**config.mk**
```make
export PLATFORM = sky130hd
export DESIGN_NAME = hb_deadtime_ctrl
export DESIGN_NICKNAME = d
export VERILOG_FILES = /design/src/rtl/hb_deadtime_ctrl.sv
export SDC_FILE = /design/constraint.sdc
export NUM_CORES = 1
export LEC_CHECK = 0
export CORE_MARGIN = 2
export CORE_UTILIZATION = 50
export CTS_CLUSTER_DIAMETER = 150
export DETAILED_ROUTE_END_ITERATION = 8
export PLACE_DENSITY = 0.73
export SKIP_CTS_REPAIR_TIMING = 1
export SKIP_LAST_GASP = 1
export SLEW_MARGIN = 40
export SYNTH_ARGS = -nofsm -noshare
export SYNTH_HDL_FRONTEND = slang
export SYNTH_SLANG_ARGS = --single-unit
```
**constraint.sdc**
```tcl
create_clock -name clk -period 1.7 [get_ports clk]
set_clock_uncertainty 0.2 [all_clocks]
set_input_delay 0.51 -clock clk [delete_from_list [all_inputs] [get_ports clk]]
set_output_delay 0.51 -clock clk [all_outputs]
set_load 0.01 [all_outputs]
```
**src/rtl/hb_deadtime_ctrl.sv**
```systemverilog
module hb_deadtime_ctrl #(
  parameter int DEAD_CYC  = 53,
  parameter int QUAL_CYC  = 5,
  parameter int BLANK_CYC = 450
) (
  input  logic clk,
  input  logic rst_n,
  input  logic hi_cmd,
  input  logic lo_cmd_n,
  input  logic uv_main,
  input  logic uv_float,
  input  logic neg_tr,
  output logic gate_hi,
  output logic gate_lo
);

  localparam int DW = $clog2(DEAD_CYC + 1);
  localparam int QW = $clog2(QUAL_CYC + 1);
  localparam int BW = $clog2(BLANK_CYC + 1);
  localparam logic [DW-1:0] IDLE_TOP  = DW'(DEAD_CYC - 1);
  localparam logic [QW-1:0] QUAL_TOP  = QW'(QUAL_CYC);
  localparam logic [BW-1:0] BLANK_TOP = BW'(BLANK_CYC - 1);

  logic [DW-1:0] idle_q;
  logic [QW-1:0] tr_run_q;
  logic [BW-1:0] blank_q;
  logic          hold_h_q, hold_l_q;

  logic lo_req, conflict, fire, blanking, lock_h, ready;
  logic en_h, en_l, hi_nx, lo_nx;

  assign lo_req   = ~lo_cmd_n;
  assign conflict = hi_cmd & lo_req;
  assign fire     = neg_tr & (tr_run_q == QUAL_TOP);
  assign blanking = fire | (blank_q != '0);
  assign lock_h   = uv_main | uv_float | blanking;
  assign ready    = (idle_q == IDLE_TOP);

  assign en_h = hi_cmd & ~conflict & ~lock_h  & ~hold_h_q;
  assign en_l = lo_req & ~conflict & ~uv_main & ~hold_l_q;

  assign hi_nx = en_h & (gate_hi | (~gate_lo & ready));
  assign lo_nx = en_l & (gate_lo | (~gate_hi & ready));

  always_ff @(posedge clk or negedge rst_n) begin
    if (!rst_n) begin
      gate_hi <= 1'b0;
      gate_lo <= 1'b0;
    end else begin
      gate_hi <= hi_nx;
      gate_lo <= lo_nx;
    end
  end

  always_ff @(posedge clk or negedge rst_n) begin
    if (!rst_n)
      idle_q <= '0;
    else if (gate_hi | gate_lo)
      idle_q <= '0;
    else if (!ready)
      idle_q <= idle_q + 1'b1;
  end

  always_ff @(posedge clk or negedge rst_n) begin
    if (!rst_n) begin
      hold_h_q <= 1'b0;
      hold_l_q <= 1'b0;
    end else begin
      hold_h_q <= hi_cmd & (hold_h_q | uv_main | uv_float);
      hold_l_q <= lo_req & (hold_l_q | uv_main);
    end
  end

  always_ff @(posedge clk or negedge rst_n) begin
    if (!rst_n)
      tr_run_q <= '0;
    else if (!neg_tr)
      tr_run_q <= '0;
    else if (tr_run_q != QUAL_TOP)
      tr_run_q <= tr_run_q + 1'b1;
  end

  always_ff @(posedge clk or negedge rst_n) begin
    if (!rst_n)
      blank_q <= '0;
    else if (fire)
      blank_q <= BLANK_TOP;
    else if (blank_q != '0)
      blank_q <= blank_q - 1'b1;
  end

endmodule

```
==> implementation parameters <==
Parameter                              Value

Timing
  Total Neg Setup Slack    -0.488 ns
  Unrepaired setup endpoints after global routing    true
  Least setup slack across all paths after layout    -0.251 ns
  Final count of hold timing violations    0
  Final cycle utilization of the critical path    115%
  Count of endpoints failing setup in the final report    5
  Worst relative slew slack    83.2%
  Final hold slack    0.305 ns
  Maximum clock frequency    513 MHz
  Transition time at the pin with the least slew margin    0.250 ns
  Number of slew-limit violations in the final report    0
  Minimum clock period    1.95 ns

Setup path
  Endpoint of the worst register-to-register path    blank_q[7]
  Slowest Stage Delay on Critical Path    0.53 ns
  WS Path Type    reg -> out
  Critical path arrival    1.24 ns
  Crit start category    register
  R2r startpoint    blank_q[6]
  Flop-to-flop setup slack    -0.11 ns
  Cell depth of the worst flop-to-flop path    3
  Data required time at the worst endpoint    0.99 ns
  Sum of buffers and inverters on the critical path    1
  Max stage delay cell, worst path    sky130_fd_sc_hd__clkdlybuf4s50_1
  Critical path endpoint category    output port
  Largest fanout of any net on the critical path    2
  Cell chain of the critical path    clkdlybuf4s50_1
  Critical path's top delay family    buffers and inverters

Placement
  Worst setup slack before clock tree synthesis    -0.0988 ns
  Half-perimeter wire length after placement    1700 um
  Gp weighted congestion    0.816
  Placed Area    1370 um^2
  Number of buffer cells added on primary ports    8

Global route
  Residual overflow from global routing    0
  Aggregate global-route resource usage    21.1%
  Wire length of the first global-routing pass    4190 um
  Number of antenna violations at the first check in global routing    0
  Vias in the first global route    979
  Maximum number of pins on one net before global-route repair    23

Floorplanning
  Core Footprint    2170 um^2
  Chip width    51.5 um
  Number of rows created at floorplan    17
  I/O pin count    9
  DIE HEIGHT    51.5 um
  Starting density of the core    52.1%
  Die area    2660 um^2

Drt
  Routed wirelength normalized by instance count    15.1 um
  # DRC    0
  Number of violations reported at the end of detailed-routing iteration 0    22
  Pre-antenna DRT Iters    4
  Final WL    2570 um
  Remaining antenna violation count    0
  Total vias in the final route    989
  Drt via density    5.82

Finish
  Most frequent standard cell in the layout excluding fill and tap cells    sky130_fd_sc_hd__dfrtp_1
  Area of combinational cells with multiple inputs    609 um^2
  Fill cell instance count of the final layout    171
  Final cell utilization of the core    69.8%
  Seq. cell area    551 um^2
  Area growth, synth to finish    34.1%
  Number of nets in the finished design    155
  Final antenna diode count    0
  Final Cell Area    1520 um^2
  Commonest cells after routing, fill and taps aside    22 x sky130_fd_sc_hd__dfrtp_1, 15 x sky130_fd_sc_hd__buf_4, 9 x sky130_fd_sc_hd__nand2_1
  Layout cell share with drive strength beyond 1    27.5%

Synth
  Combinational family with the most area after synthesis    simple AND/OR/NAND/NOR gates
  Basic-gate share of the synthesized area counting and, or, nand and nor cells    23.7%
  Synthesized cell area    1130 um^2
  Total nets after synthesis    126
  Adder and majority cell fraction of the synthesized area    5.54%
  Synth Area in XOR/XNOR    2.33%
  Fraction of the mapped netlist area in compound gates    15.7%
  Share of the yosys chip area belonging to registers    48.7%
  Yosys warning total    0
  Avg Synthesized Cell Area    9.91 um^2
  Post-synth cell types    36
  Mux contribution to synthesized area    0%
  Cell count after synthesis    114
  Synthesized flop and latch total    22

Worst hold path
  Hold WC Path Type    in -> async

Clocking
  Maximum clock insertion buffer count    2
  Number of clock buffers inserted by TritonCTS    3
  Number of sinks driven by the clock tree    22
  Clock tree from TritonCTS    built
  Clock tree root driver cell    sky130_fd_sc_hd__clkbuf_4
  CTS H-tree depth    1
  Clock-pin slew reported for the worst setup and hold paths after clock tree synthesis    0.14 ns
  Clock latency on the worst-skew pair    0.33 ns

Flow run
  Max Cap Viol    0

Power and ir drop
  Leak    0.000671 uW
  Largest voltage drop on the vdd net    0.779 mV
  PD cells    1530 nW/um^2

Run status
  Failing checks    negative setup slack
  Run status    finished with violations
Yosys cell counts:
library cell               number  area share [%]
sky130_fd_sc_hd__a211o_2        1            0.89
sky130_fd_sc_hd__or4_4          1             1.0
sky130_fd_sc_hd__xor2_1         3             2.3
sky130_fd_sc_hd__nor3b_1        1            0.66
sky130_fd_sc_hd__o21bai_1       1            0.66
sky130_fd_sc_hd__or4_1          2             1.3
sky130_fd_sc_hd__nand2_1        9             3.0
sky130_fd_sc_hd__o31ai_1        3             2.0
sky130_fd_sc_hd__buf_6          1             1.0
sky130_fd_sc_hd__clkbuf_1       1            0.33
sky130_fd_sc_hd__or4b_2         1            0.89
sky130_fd_sc_hd__or2_2          1            0.55
sky130_fd_sc_hd__nor2b_1        1            0.55
sky130_fd_sc_hd__inv_1          8             2.7
sky130_fd_sc_hd__or3_1          2             1.1
sky130_fd_sc_hd__nor4b_2        1             1.3
sky130_fd_sc_hd__a211oi_1       1            0.66
sky130_fd_sc_hd__nor2_1         4             1.3
sky130_fd_sc_hd__o211a_1        1            0.89
sky130_fd_sc_hd__a21oi_1        8             3.5
sky130_fd_sc_hd__dfrtp_1       22              49
sky130_fd_sc_hd__and3_1         2             1.1
sky130_fd_sc_hd__a31oi_1        3             1.7
sky130_fd_sc_hd__ha_1           5             5.5
sky130_fd_sc_hd__and2_1         1            0.55
sky130_fd_sc_hd__o211ai_1       1            0.66
sky130_fd_sc_hd__a21o_1         1            0.66
sky130_fd_sc_hd__nor4_1         2             1.1
sky130_fd_sc_hd__a2111o_1       1             1.0
sky130_fd_sc_hd__and4b_1        1            0.89
sky130_fd_sc_hd__o21ai_0        7             3.1
sky130_fd_sc_hd__nand3_1        6             2.7
sky130_fd_sc_hd__nor3_1         7             3.1
sky130_fd_sc_hd__nand2b_1       2             1.1
sky130_fd_sc_hd__or3_2          1            0.66
sky130_fd_sc_hd__nand4b_1       1            0.78
report_power, final:
| part | switching (uW) | leakage (uW) | internal [uW] | total (uW) |
|---|---|---|---|---|
| registers | 225 | 0.000265 | 702 | 927 |
| logic | 454 | 0.000378 | 530 | 984 |
| clock network | 174 | 0.0000279 | 239 | 413 |
| total | 853 | 0.000671 | 1470 | 2320 |
layer usage:
layer  global-route usage, %  share of wire (%)
met1                    27.0                 46
met2                    35.5                 50
met3                    2.59                2.4
met4                    10.1                1.7
met5                       0                  0
how the worst max path moves through the flow:
stage / from / end / slack [ns] / depth (start not counted)
global route: gate_lo / gate_lo / -0.28 / 1
CTS: gate_lo / gate_lo / -0.26 / 1
floorplan: blank_q[3] / blank_q[7] / -0.05 / 4
finish: gate_lo / gate_lo / -0.25 / 1
detailed placement: blank_q[0] / blank_q[4] / -0.1 / 6
global placement: uv_main / gate_hi / -0.05 / 4
state kept, by name, indices dropped and copies added (netlist names):
signal and cells:
blank_q 9, idle_q 6, tr_run_q 3, hold_h_q 1, gate_lo 1, hold_l_q 1
gate_hi 1
cells by family after synthesis:
logic type,after synthesis
fa+ha+maj,5
xor+xnor,3
buf+inv,10
simple gates,46
flops,22
compound gates,28
per-stage QoR:
step	total power, uW	std cells
6_report	2320	170
5_1_grt	2490	170
3_3_place_gp	1680	164
3_5_place_dp	1740	164
2_1_floorplan	1410	114
4_1_cts	2150	168
cell type report:
| class | count | share of cell area (%) |
|---|---|---|
| clock inverters | 1 | 1.98 |
| repair buffers | 26 | 15.7 |
| multi-input cells | 82 | 40.2 |
| flip-flops and latches | 22 | 36.3 |
| inverters | 8 | 1.98 |
| clock buffers | 3 | 1.49 |
| well taps | 28 | 2.31 |
No activity file was read; power rests on OpenSTA's default activity.
